<file path="src/rtl/rxblk_pkg.sv">
package rxblk_pkg;

  typedef enum logic [1:0] {
    RATE_LO1 = 2'b00,
    RATE_LO2 = 2'b01,
    RATE_MID = 2'b10,
    RATE_TOP = 2'b11
  } rate_e;

  typedef enum logic [1:0] {
    SK_NONE  = 2'b00,
    SK_LOWER = 2'b01,
    SK_UPPER = 2'b10,
    SK_BAD   = 2'b11
  } start_kind_e;

endpackage

</file>
<file path="src/rtl/rxblk_start_decode.sv">
module rxblk_start_decode
  import rxblk_pkg::*;
(
  input  logic [1:0]  code,
  input  logic        wide,
  output start_kind_e kind
);

  always_comb begin
    unique case (code)
      2'b00:   kind = SK_NONE;
      2'b01:   kind = SK_LOWER;
      2'b10:   kind = wide ? SK_UPPER : SK_NONE;
      default: kind = SK_BAD;
    endcase
  end

endmodule

</file>
<file path="src/rtl/rxblk_word_pack.sv">
module rxblk_word_pack #(
  parameter int WORD_W    = 32,
  parameter int BLK_WORDS = 4,
  localparam int CNT_W    = $clog2(BLK_WORDS + 1),
  localparam int BLK_W    = WORD_W * BLK_WORDS
) (
  input  logic [BLK_W-1:0]  base,
  input  logic [CNT_W-1:0]  cnt,
  input  logic [WORD_W-1:0] w0,
  input  logic [WORD_W-1:0] w1,
  input  logic [1:0]        nwr,
  output logic [BLK_W-1:0]  packed_blk,
  output logic              full
);

  logic [CNT_W:0] sum;
  logic [CNT_W:0] nxt_slot;

  assign sum      = {1'b0, cnt} + (CNT_W+1)'(nwr);
  assign nxt_slot = {1'b0, cnt} + (CNT_W+1)'(1);
  assign full     = (nwr != 2'd0) && (sum >= (CNT_W+1)'(BLK_WORDS));

  for (genvar i = 0; i < BLK_WORDS; i++) begin : g_slot
    logic sel0, sel1;
    assign sel0 = (nwr != 2'd0) && (cnt == CNT_W'(i));
    assign sel1 = (nwr == 2'd2) && (nxt_slot == (CNT_W+1)'(i));
    assign packed_blk[i*WORD_W +: WORD_W] = sel0 ? w0 :
                                            sel1 ? w1 :
                                            base[i*WORD_W +: WORD_W];
  end

endmodule

</file>
<file path="src/rtl/rxblk_assembler.sv">
module rxblk_assembler
  import rxblk_pkg::*;
#(
  parameter int WORD_W    = 32,
  parameter int BLK_WORDS = 4,
  localparam int BUS_W    = 2 * WORD_W,
  localparam int BLK_W    = WORD_W * BLK_WORDS,
  localparam int CNT_W    = $clog2(BLK_WORDS + 1)
) (
  input  logic             clk,
  input  logic             rst_n,
  input  logic [1:0]       rate,
  input  logic [BUS_W-1:0] rx_data,
  input  logic             rx_valid,
  input  logic [1:0]       rx_start,
  input  logic [1:0]       rx_hdr,
  output logic             blk_valid,
  output logic [BLK_W-1:0] blk_data,
  output logic [1:0]       blk_hdr,
  output logic             blk_err
);

  logic             framing, wide;
  logic [WORD_W-1:0] lo_w, hi_w;
  start_kind_e      kind;

  assign framing = rate[1];
  assign wide    = (rate == RATE_TOP);
  assign lo_w    = rx_data[WORD_W-1:0];
  assign hi_w    = rx_data[BUS_W-1:WORD_W];

  rxblk_start_decode u_dec (
    .code (rx_start),
    .wide (wide),
    .kind (kind)
  );

  // block state
  logic             act_q, act_n;
  logic [CNT_W-1:0] cnt_q, cnt_n;
  logic [BLK_W-1:0] buf_q, buf_n;
  logic [1:0]       hdr_q, hdr_n;
  logic             st_en;
  // output stage
  logic             vld_n, err_n;
  logic [BLK_W-1:0] odata_n;
  logic [1:0]       ohdr_n;

  logic [1:0]       nwr;
  logic [BLK_W-1:0] packed_blk;
  logic             full;

  always_comb begin
    nwr = 2'd0;
    if (act_q) begin
      if (kind == SK_NONE)       nwr = wide ? 2'd2 : 2'd1;
      else if (kind == SK_UPPER) nwr = 2'd1;
    end
  end

  rxblk_word_pack #(
    .WORD_W    (WORD_W),
    .BLK_WORDS (BLK_WORDS)
  ) u_pack (
    .base       (buf_q),
    .cnt        (cnt_q),
    .w0         (lo_w),
    .w1         (hi_w),
    .nwr        (nwr),
    .packed_blk (packed_blk),
    .full       (full)
  );

  // next-state process
  always_comb begin
    act_n   = act_q;
    cnt_n   = cnt_q;
    buf_n   = buf_q;
    hdr_n   = hdr_q;
    vld_n   = 1'b0;
    err_n   = 1'b0;
    odata_n = packed_blk;
    ohdr_n  = hdr_q;
    if (!framing) begin
      act_n = 1'b0;
      cnt_n = '0;
    end else if (rx_valid) begin
      unique case (kind)
        SK_NONE: begin
          if (act_q) begin
            if (full) begin
              vld_n = 1'b1;
              act_n = 1'b0;
              cnt_n = '0;
            end else begin
              buf_n = packed_blk;
              cnt_n = cnt_q + CNT_W'(nwr);
            end
          end
        end
        SK_BAD: begin
          err_n = 1'b1;
          act_n = 1'b0;
          cnt_n = '0;
        end
        default: begin
          if (act_q) begin
            if (kind == SK_UPPER && full) vld_n = 1'b1;
            else                          err_n = 1'b1;
          end
          act_n = 1'b1;
          hdr_n = rx_hdr;
          buf_n = '0;
          if (kind == SK_UPPER) begin
            buf_n[WORD_W-1:0] = hi_w;
            cnt_n             = CNT_W'(1);
          end else if (wide) begin
            buf_n[BUS_W-1:0] = rx_data;
            cnt_n            = CNT_W'(2);
          end else begin
            buf_n[WORD_W-1:0] = lo_w;
            cnt_n             = CNT_W'(1);
          end
        end
      endcase
    end
  end

  assign st_en = !framing || rx_valid;

  // register process
  always_ff @(posedge clk or negedge rst_n) begin
    if (!rst_n) begin
      act_q     <= 1'b0;
      cnt_q     <= '0;
      buf_q     <= '0;
      hdr_q     <= '0;
      blk_valid <= 1'b0;
      blk_err   <= 1'b0;
      blk_data  <= '0;
      blk_hdr   <= '0;
    end else begin
      blk_valid <= vld_n;
      blk_err   <= err_n;
      if (st_en) begin
        act_q <= act_n;
        cnt_q <= cnt_n;
        buf_q <= buf_n;
        hdr_q <= hdr_n;
      end
      if (vld_n) begin
        blk_data <= odata_n;
        blk_hdr  <= ohdr_n;
      end
    end
  end

  // assertions
  assert_slow_rate_quiet_R2: assert property (@(posedge clk) disable iff (!rst_n)
    !$past(rate[1]) |-> (!blk_valid && !blk_err));

  assert_gap_no_event_R3: assert property (@(posedge clk) disable iff (!rst_n)
    (blk_valid || blk_err) |-> $past(rx_valid));

  assert_cnt_in_range_R4: assert property (@(posedge clk) disable iff (!rst_n)
    cnt_q < CNT_W'(BLK_WORDS));

  assert_idle_cnt_zero_R12: assert property (@(posedge clk) disable iff (!rst_n)
    !act_q |-> (cnt_q == '0));

  assert_strobe_pulse_R13: assert property (@(posedge clk) disable iff (!rst_n)
    blk_valid |=> !blk_valid);

  assert_no_strobe_with_err_R13: assert property (@(posedge clk) disable iff (!rst_n)
    !(blk_valid && blk_err));

endmodule

</file>
<file path="config.mk">
export PLATFORM = sky130hd
export DESIGN_NAME = rxblk_assembler
export DESIGN_NICKNAME = d
export VERILOG_FILES = /design/src/rtl/rxblk_pkg.sv /design/src/rtl/rxblk_start_decode.sv /design/src/rtl/rxblk_word_pack.sv /design/src/rtl/rxblk_assembler.sv
export SDC_FILE = /design/constraint.sdc
export NUM_CORES = 1
export LEC_CHECK = 0
export BUFFER_PORTS_ARGS = -buffer_cell sky130_fd_sc_hd__buf_2
export CAP_MARGIN = 20
export CORE_MARGIN = 1
export CORE_UTILIZATION = 61
export CTS_CLUSTER_DIAMETER = 50
export DETAILED_ROUTE_END_ITERATION = 12
export GPL_ROUTABILITY_DRIVEN = 0
export HOLD_SLACK_MARGIN = 0.02
export MAX_ROUTING_LAYER = met4
export PLACE_DENSITY = 0.85
export SYNTH_ARGS = -nofsm -noshare
export SYNTH_HDL_FRONTEND = slang
export SYNTH_SLANG_ARGS = --single-unit
export TNS_END_PERCENT = 50
</file>
<file path="constraint.sdc">
create_clock -name clk -period 4.9 [get_ports clk]
set_input_delay 0.49 -clock clk [delete_from_list [all_inputs] [get_ports clk]]
set_output_delay 0.49 -clock clk [all_outputs]
set_load 0.02 [all_outputs]
</file>
* Word level (Yosys, flattened, before mapping)
Index checks and enable logic that the tools add are counted.
Storage, ports and cells: flip-flop bits (word level) 266, word-level logic and storage cells 96, output and inout bits 132, input bits 73
Operators by class: equality and inequality tests 16, muxes and demuxes 44, $add $sub $neg 3, order comparisons 1, reduce and logical (&&, ||, !) cells 22, bitwise logic cells 2
Operators with widths (count):
- $mux W32 | 11
- $mux W128 | 2
- $pmux W128 S2 | 1
- $mux W1 | 15
- $mux W2 | 6
- $mux W3 | 4
- $eq A2 B2 Y1 const B | 5
- $logic_and A1 B1 Y1 | 10
- $eq A4 B2 Y1 const B | 2
- $eq A3 B2 Y1 const B | 2
- $pmux W1 S2 | 3
- $pmux W2 S3 | 1
- $pmux W3 S2 | 1
- $reduce_and A6 Y1 | 1
- $add A3 B1 Y4 const B | 1
- $add A3 B2 Y4 | 1
- $eq A4 B1 Y1 const B | 1
- $ge A4 B3 Y1 const B | 1
- $logic_not A2 Y1 | 2
- $logic_not A4 Y1 | 1
- $ne A2 B2 Y1 const B | 2
- $reduce_and A4 Y1 | 1
- $add A3 B2 Y3 | 1
- $eq A3 B1 Y1 const B | 1
- other kinds (11) | 12

* Depth between registers and ports, before layout
Gate-level depths: netlist of run 1.
depth after elaboration 16, gate-level depth with buffers 14, gate-level depth less buffers 9

* Modules after synthesis
From an unflattened synthesis of run 1, not the netlist that was laid out.
Second synthesis, totals: cell total of the unflattened synthesis 1520, area, all modules 15218.3 µm²
Modules (own cells, without submodules):
- rxblk_assembler | cells each 887, times used 1, area each 11833.8 µm², seq. area each 6656.4 µm²
- rxblk_word_pack | cells each 631, times used 1, area each 3373.2 µm², seq. area each 0.0 µm²
- rxblk_start_decode | cells each 2, times used 1, area each 11.3 µm², seq. area each 0.0 µm²

* Worst setup path after synthesis of run 1
OpenSTA, ideal clock, no wires.
kind input to register, start in rate[1], end reg blk_data[100], buffers on the path 5, arrival 3.245 ns, library setup time 0.125 ns, cell stages on the path 13, required time 4.775 ns, path slack 1.530 ns, cells stage by stage buf_2 and2_1 a21oi_1 clkbuf_1 and3_1 fa_1 o21ai_0 or3_1 buf_2 inv_2 buf_4 buf_6 mux2_2
On the way: cells in the longest elaborated chain, start to end 16, elaborated cells on any way between the ends 27, those cells by class 1 x add/sub; 1 x order compare; 4 x eq/ne; 15 x mux; 6 x reduce/logical
Ends and longest elaborated chain:
- start, declared | line rxblk_assembler.sv:12 | input logic [1:0] rate,
- $eq A2 B2 Y1 | line rxblk_assembler.sv:28 | assign wide = (rate == RATE_TOP);
- $mux W2 | line rxblk_start_decode.sv:13 | 2'b10: kind = wide ? SK_UPPER : SK_NONE;
- $pmux W2 S3 | line rxblk_start_decode.sv:10 | unique case (code)
- $eq A2 B2 Y1 | line rxblk_assembler.sv:57, rxblk_assembler.sv:108
- $mux W1 | line rxblk_assembler.sv:57 | else if (kind == SK_UPPER) nwr = 2'd1;
- $mux W2 | line rxblk_assembler.sv:56 | if (kind == SK_NONE) nwr = wide ? 2'd2 : 2'd1;
- $mux W2 | line rxblk_assembler.sv:55 | if (act_q) begin
- $add A3 B2 Y4 | line rxblk_word_pack.sv:19 | assign sum = {1'b0, cnt} + (CNT_W+1)'(nwr);
- $ge A4 B3 Y1 | line rxblk_word_pack.sv:21 | assign full = (nwr != 2'd0) && (sum >= (CNT_W+1)'(BLK_WORDS));
- $logic_and A1 B1 Y1 | line rxblk_word_pack.sv:21
- $logic_and A1 B1 Y1 | line rxblk_assembler.sv:108 | if (kind == SK_UPPER && full) vld_n = 1'b1;
- $mux W1 | line rxblk_assembler.sv:108
- $mux W1 | line rxblk_assembler.sv:107 | if (act_q) begin
- $pmux W1 S2 | line rxblk_assembler.sv:88 | unique case (kind)
- $mux W1 | line rxblk_assembler.sv:87 | end else if (rx_valid) begin
- $mux W1 | line rxblk_assembler.sv:84 | if (!framing) begin
- end signal, assigned | line rxblk_assembler.sv:152 | blk_data <= odata_n;
- end, declared | line rxblk_assembler.sv:18 | output logic [BLK_W-1:0] blk_data,
Parallel ways exist; a longest one is shown, timed or not. A chain may end at the register's enable or synchronous reset.

* Worst setup path in the final report of run 1
start reg act_q, end reg blk_data[9]
On the way: cells in the longest elaborated chain, start to end 10, elaborated cells on any way between the ends 18, those cells by class 1 x add/sub; 1 x order compare; 1 x eq/ne; 10 x mux; 5 x reduce/logical
Ends and longest elaborated chain:
- start, declared | line rxblk_assembler.sv:39 | logic act_q, act_n;
- start signal, assigned | line rxblk_assembler.sv:146 | act_q <= act_n;
- $mux W2 | line rxblk_assembler.sv:55
- $add A3 B2 Y4 | line rxblk_word_pack.sv:19
- $ge A4 B3 Y1 | line rxblk_word_pack.sv:21
- $logic_and A1 B1 Y1 | line rxblk_word_pack.sv:21
- $logic_and A1 B1 Y1 | line rxblk_assembler.sv:108
- $mux W1 | line rxblk_assembler.sv:108
- $mux W1 | line rxblk_assembler.sv:107
- $pmux W1 S2 | line rxblk_assembler.sv:88
- $mux W1 | line rxblk_assembler.sv:87
- $mux W1 | line rxblk_assembler.sv:84
Parallel ways exist; a longest one is shown, timed or not.

==> flow_summary.json, run 1 <==
{
  "synth-async-reset-ratio": 1.000,
  "die_x_um": 150.6,
  "fmax_ghz": 0.2577,
  "track_usage": 0.3695,
  "fin_util": 0.7343,
  "grt.overflow.total": 0,
  "cts_resized": 0,
  "cts_sinks": 266,
  "tns_ps": 0,
  "num_rows": 53,
  "power_per_cell_area_nw_per_um2": 351.0,
  "regArea_sq_um": 6656,
  "peakVddDrop_mv": 0.2756,
  "num_vias": 11840,
  "worstSetupPathType": "flop to flop",
  "required_ps": 5330,
  "syn_nets": 1370,
  "worst_pin_slew_ps": 1050,
  "die_area_sq_um": 22670,
  "fillers": 1487,
  "ant_nets": 0,
  "antenna_found_initial": 0,
  "hpwl_um": 24360,
  "synth.distinct_cells": 48,
  "clock_latency_ps": 550,
  "num_antenna_cells": 0,
  "h-tree-depth": 1,
  "ys.flop_type": "dfrtp_1",
  "setup_viol": 0,
  "avgSynthCellArea_sq_um": 10.41,
  "drive_gt1_frac": 0.3009,
  "pre_cts_ws_ps": 1143,
  "arrival_ps": 4310,
  "syn_inst": 1293,
  "synth_warnings": 0,
  "ys_ff_latch": 266,
  "die_h_um": 150.6,
  "final_common_cell": "dfrtp_1",
  "routedWlPerCell_um": 23.19,
  "cellLeakagePower_uw": 0.007970,
  "numPortBuffers": 204,
  "worstSetupStartpointType": "flop",
  "cts_buffer_depth": 3,
  "r2r_slack_ps": 1020,
  "r2r_cells": 9,
  "synth_enable_flop_cells": 0,
  "cts_buffers": 30,
  "initial_utilization": 0.6304,
  "max-slew-margin-rel": 0.3001,
  "hold_buffers": 0,
  "grt_pass1_wl_um": 63190,
  "ios": 205,
  "route.detailed.drc": 0,
  "core_area_sq_um": 21350,
  "period_needed_ps": 3881,
  "cts_tree": "built",
  "grt_start_max_net_pins": 138,
  "clk_pin_slew_ps": 60,
  "cts-root-buf": "clkbuf_16",
  "totalWireLength_um": 40210,
  "via_per_inst": 6.829,
  "rsz0062_at_grt": "false",
  "syn-cell-area_sq_um": 13460,
  "maxCapViolations": 0,
  "fin_skew_ps": 12.89,
  "hold_viol": 0,
  "post_cts_buffers": 0,
  "yosysSeqAreaShare": 0.4945,
  "first_global_vias": 11900,
  "drtIter0Drc": 1617,
  "dr.pass1.iters": 7,
  "layout_common_cells": "266 x dfrtp_1, 203 x buf_2, 130 x mux2_2, 104 x nand2_1, 97 x a21oi_1",
  "endpoint_kind": "flop",
  "fin_ws_ps": 1019,
  "slew_viol_final": 0,
  "whs_ps": 31.86,
  "holdCritPathClass": "input pin to asynchronous set/reset pin",
  "status": "complete, no violations",
  "fin_nets": 1512,
  "min_period_over_period": 0.7921,
  "worstPathMaxFanout": 34,
  "multi_input_area_sq_um": 6290,
  "area_delta_synth_final_pct": 16.48
}
## layer usage
metal,vias up,global-route usage,part of all wire
li1,5101,-,-
met1,5754,0.4793,0.39
met2,820,0.5790,0.47
met3,166,0.05364,0.098
met4,0,0.1641,0.046
met5,-,-,0
## where the power goes
part / internal [uW] / switching (uW) / leakage (uW)
clock network: 1430 / 954 / 0.000527
logic: 256 / 431 / 0.00385
registers: 2340 / 88.0 / 0.00359
## stage by stage
step	total power (uW)	instances	instance area, sq um
2_1_floorplan	2868	1293	13460
3_3_place_gp	3094	1678	14610
3_5_place_dp	3128	1678	14610
4_1_cts	5489	1734	15680
5_1_grt	5665	1734	15680
6_report	5504	1734	15680
## state kept, by name, indices dropped and copies added (netlist names)
signal / flops
blk_hdr: 2
act_q: 1
buf_q: 128
hdr_q: 2
cnt_q: 3
blk_err: 1
blk_data: 128
blk_valid: 1
## synth_stat cells, types with 2 or more instances
cell,instances,share of area
nor2b_1,2,0.00093
a22o_1,64,0.042
a22oi_1,64,0.036
a221o_1,32,0.024
or4b_2,2,0.0015
nor2_1,68,0.019
mux2_1,2,0.0017
nand3_1,35,0.013
o21ai_1,15,0.0056
and3_1,3,0.0014
and2_1,2,0.00093
nor3_1,65,0.024
a21oi_1,98,0.036
buf_1,3,0.00084
clkbuf_1,77,0.021
a31oi_1,64,0.030
buf_6,7,0.0059
buf_2,37,0.014
o21ai_0,52,0.019
mux2i_1,64,0.048
inv_1,3,0.00084
nand4_1,2,0.00093
dfrtp_1,266,0.49
nor3_2,3,0.0022
inv_2,2,0.00056
or3_1,3,0.0014
mux2_2,130,0.11
ha_1,3,0.0028
nand2_1,105,0.029
nand4b_1,2,0.0013
## layout make-up
type / instances / share of cell area
clock inverter: 16 / 0.01197
timing repair buffer: 235 / 0.08299
tap: 275 / 0.02194
inverter: 5 / 0.001357
multi-input combinational: 897 / 0.4011
sequential: 266 / 0.4245
clock buffer: 40 / 0.05610
## kinds of logic after synthesis
family	Yosys count	synth area share
and+or+nand+nor	301	0.1026
DFF	266	0.4945
muxes	196	0.1580
buffers and inverters	130	0.04387
adders and majority gates	4	0.004276
AOI/OAI and AO/OA	396	0.1968
## critical path: stages (launching register included)
cell	delay, ps
dfrtp_1	600
nor2b_1	430
a21boi_0	280
ha_1	270
fa_1	220
o21ai_0	210
or3_2	580
inv_4	440
buf_4	350
mux2_2	370
## final timing paths
check	from	end
max	act_q$_DFFE_PN0N_	blk_data[9]$_DFFE_PN0P_
min	rst_n	blk_data[66]$_DFFE_PN0P_
max reg2reg	act_q$_DFFE_PN0N_	blk_data[9]$_DFFE_PN0P_
min reg2reg	blk_data[120]$_DFFE_PN0P_	blk_data[120]$_DFFE_PN0P_
max in group asynchronous	rst_n	buf_q[95]$_DFFE_PN0P_
min in group clk	rx_hdr[1]	hdr_q[1]$_DFFE_PN0P_
Power figures use the tool's default switching activity.
==> run 2: changes to the inputs <==
Settings changed: CORE_UTILIZATION 61 to 52, PLACE_DENSITY 0.85 to 0.77.
Clock period 4.9 ns to 3.4 ns, I/O delays scaled along.
==> run 2 against run 1 <==
  * Worst setup slack worse by 590 ps
  * Clock power up 50%
  * First-iteration DRC count up 8.5%
  * Global-route usage down 4.7 points
  * Maximum frequency up 31%
  * Sequential power up 44%
  * Final cell count up 4.3%
  * Sequential share of layout area down 0.94 points
  * Highest routed layer unchanged
==> flow_summary.json, run 2 (synthesized netlist as in run 1, its figures left out) <==
{
  "holdPathEnd": "hdr_q[1]$_DFFE_PN0P_",
  "die_area_sq_um": 26530,
  "placed_area_sq_um": 14900,
  "grt_start_max_net_pins": 93,
  "hold_depth": 2,
  "route.detailed.drc": 0,
  "numPortBuffers": 204,
  "worstPathMaxFanout": 38,
  "final_common_cell": "dfrtp_1",
  "max-slew-margin-rel": 0.3815,
  "min_period_over_period": 0.8745,
  "clock_latency_ps": 520,
  "arrival_ps": 3380,
  "h-tree-depth": 2,
  "slew_viol_final": 0,
  "fin_skew_ps": 16.40,
  "grt_pass1_wl_um": 65000,
  "regArea_sq_um": 6656,
  "fin_nets": 1533,
  "worst_pin_slew_ps": 925.5,
  "dr.pass1.iters": 5,
  "timing.rr.start": "act_q$_DFFE_PN0N_",
  "cts_buffer_depth": 3,
  "fmax_ghz": 0.3363,
  "hp-start": "rx_hdr[1]",
  "hpwl_um": 25660,
  "crit_chain": "nor2b_1 -> a21boi_0 -> ha_1 -> fa_1 -> nand2_1 -> a211oi_2 -> or3_2 -> inv_4 -> buf_12 -> mux2_2",
  "reg.largest.list": "blk_data: 128 flops, buf_q: 128 flops, cnt_q: 3 flops",
  "slowest_delay_ps": 540,
  "multi_input_area_sq_um": 6296,
  "cts-root-buf": "clkbuf_16",
  "worstSetupPathType": "flop to flop",
  "layout_common_cells": "266 x dfrtp_1, 203 x buf_2, 130 x mux2_2, 104 x nand2_1, 97 x a21oi_1",
  "drive_gt1_frac": 0.3090,
  "grt.overflow.total": 0,
  "ios": 205,
  "cts_sinks": 266,
  "slowest_stage": "or3_2",
  "holdCritPathClass": "input pin to flop",
  "rsz0062_at_grt": "false",
  "cts_buffers": 34,
  "antenna_found_initial": 0,
  "r2r_slack_ps": 430,
  "num_vias": 11880,
  "worstSetupStartpointType": "flop",
  "hold_viol": 0,
  "status": "complete, no violations",
  "track_usage": 0.3225,
  "required_ps": 3800,
  "rr_endpoint": "blk_data[116]$_DFFE_PN0P_",
  "endpoint_kind": "flop",
  "core_area_sq_um": 25250,
  "routedWlPerCell_um": 22.83,
  "fin_area_sq_um": 16030,
  "initial_utilization": 0.5330,
  "power_per_cell_area_nw_per_um2": 505.4,
  "period_needed_ps": 2973,
  "num_rows": 58,
  "via_per_inst": 6.569,
  "clk_pin_slew_ps": 60,
  "area_delta_synth_final_pct": 19.11,
  "maxCapViolations": 0,
  "cts_resized": 0,
  "r2r_cells": 10,
  "tns_ps": 0,
  "num_antenna_cells": 0,
  "cts_tree": "built",
  "setup_viol": 0,
  "totalWireLength_um": 41300,
  "first_global_vias": 11700,
  "die_x_um": 162.9,
  "peakVddDrop_mv": 0.4167,
  "cellLeakagePower_uw": 0.008114,
  "die_h_um": 162.9,
  "ant_nets": 0,
  "drtIter0Drc": 1754,
  "fillers": 1983
}
-- run 2: cell count changes in the layout (fill, tap and decap cells not counted), moves of 2 or more --
cell       change
buf_4          +9
buf_12         +7
clkbuf_16      +6
bufinv_16      -3
clkbuf_1       +3
clkbuf_8       +2
clkinv_2       -2
-- run 2: worst max-delay path by stage --
stage	depth (start not counted)	start	to	slack [ps]
after detailed placement	11	rate[1]	blk_data[112]$_DFFE_PN0P_	210
after global routing	10	act_q$_DFFE_PN0N_	blk_data[20]$_DFFE_PN0P_	300
after CTS	10	act_q$_DFFE_PN0N_	blk_data[89]$_DFFE_PN0P_	440
after global placement	11	rate[1]	blk_data[117]$_DFFE_PN0P_	270
final	10	act_q$_DFFE_PN0N_	blk_data[116]$_DFFE_PN0P_	430
after floorplan	13	rate[1]	blk_data[100]$_DFFE_PN0P_	180
-- run 2: what timing repair did --
action                    in CTS  in global routing
setup buffers                  0                  0
hold endpoints to repair      87                  0
hold buffers                   1                  0
-- run 2: cell type report --
type | instances | area share
sequential | 266 | 0.4151
inverter | 5 | 0.001327
clock buffer | 51 | 0.06664
clock inverter | 8 | 0.003746
timing repair buffer | 252 | 0.09473
tap | 330 | 0.02575
multi-input combinational | 897 | 0.3927
-- run 2: routing by layer --
metal / share of wire / global-route usage
met1: 0.40 / 0.4261
met2: 0.47 / 0.4979
met3: 0.096 / 0.05348
met4: 0.031 / 0.1253
met5: 0 / -
-- run 2: worst max-delay path, delay by kind of cell, from the launching register on --
family / cells / cell delay (ps)
adders and majority gates: 2 / 660
and+or+nand+nor: 3 / 780
AOI/OAI and AO/OA: 2 / 190
DFF: 1 / 370
muxes: 1 / 370
buffers and inverters: 2 / 460
-- run 2: through the flow --
step / std cells / hold WS [ps] / util / total power [uW] / setup slack [ps]
2_1_floorplan: 1293 / 44.41 / - / 4133 / 180.4
3_3_place_gp: 1749 / 426.0 / 0.5898 / 4489 / 265.7
3_5_place_dp: 1749 / 424.4 / 0.5898 / 4534 / 211.5
4_1_cts: 1809 / 57.63 / 0.6349 / 8106 / 438.9
5_1_grt: 1809 / 65.61 / 0.6349 / 8361 / 299.4
6_report: 1809 / 57.81 / 0.6349 / 8104 / 426.5
-- run 2: power by group --
part           switching, uW  leakage (uW)  internal (uW)
combinational            635       0.00397            387
sequential               113       0.00359           3380
clock                   1410      0.000558           2180
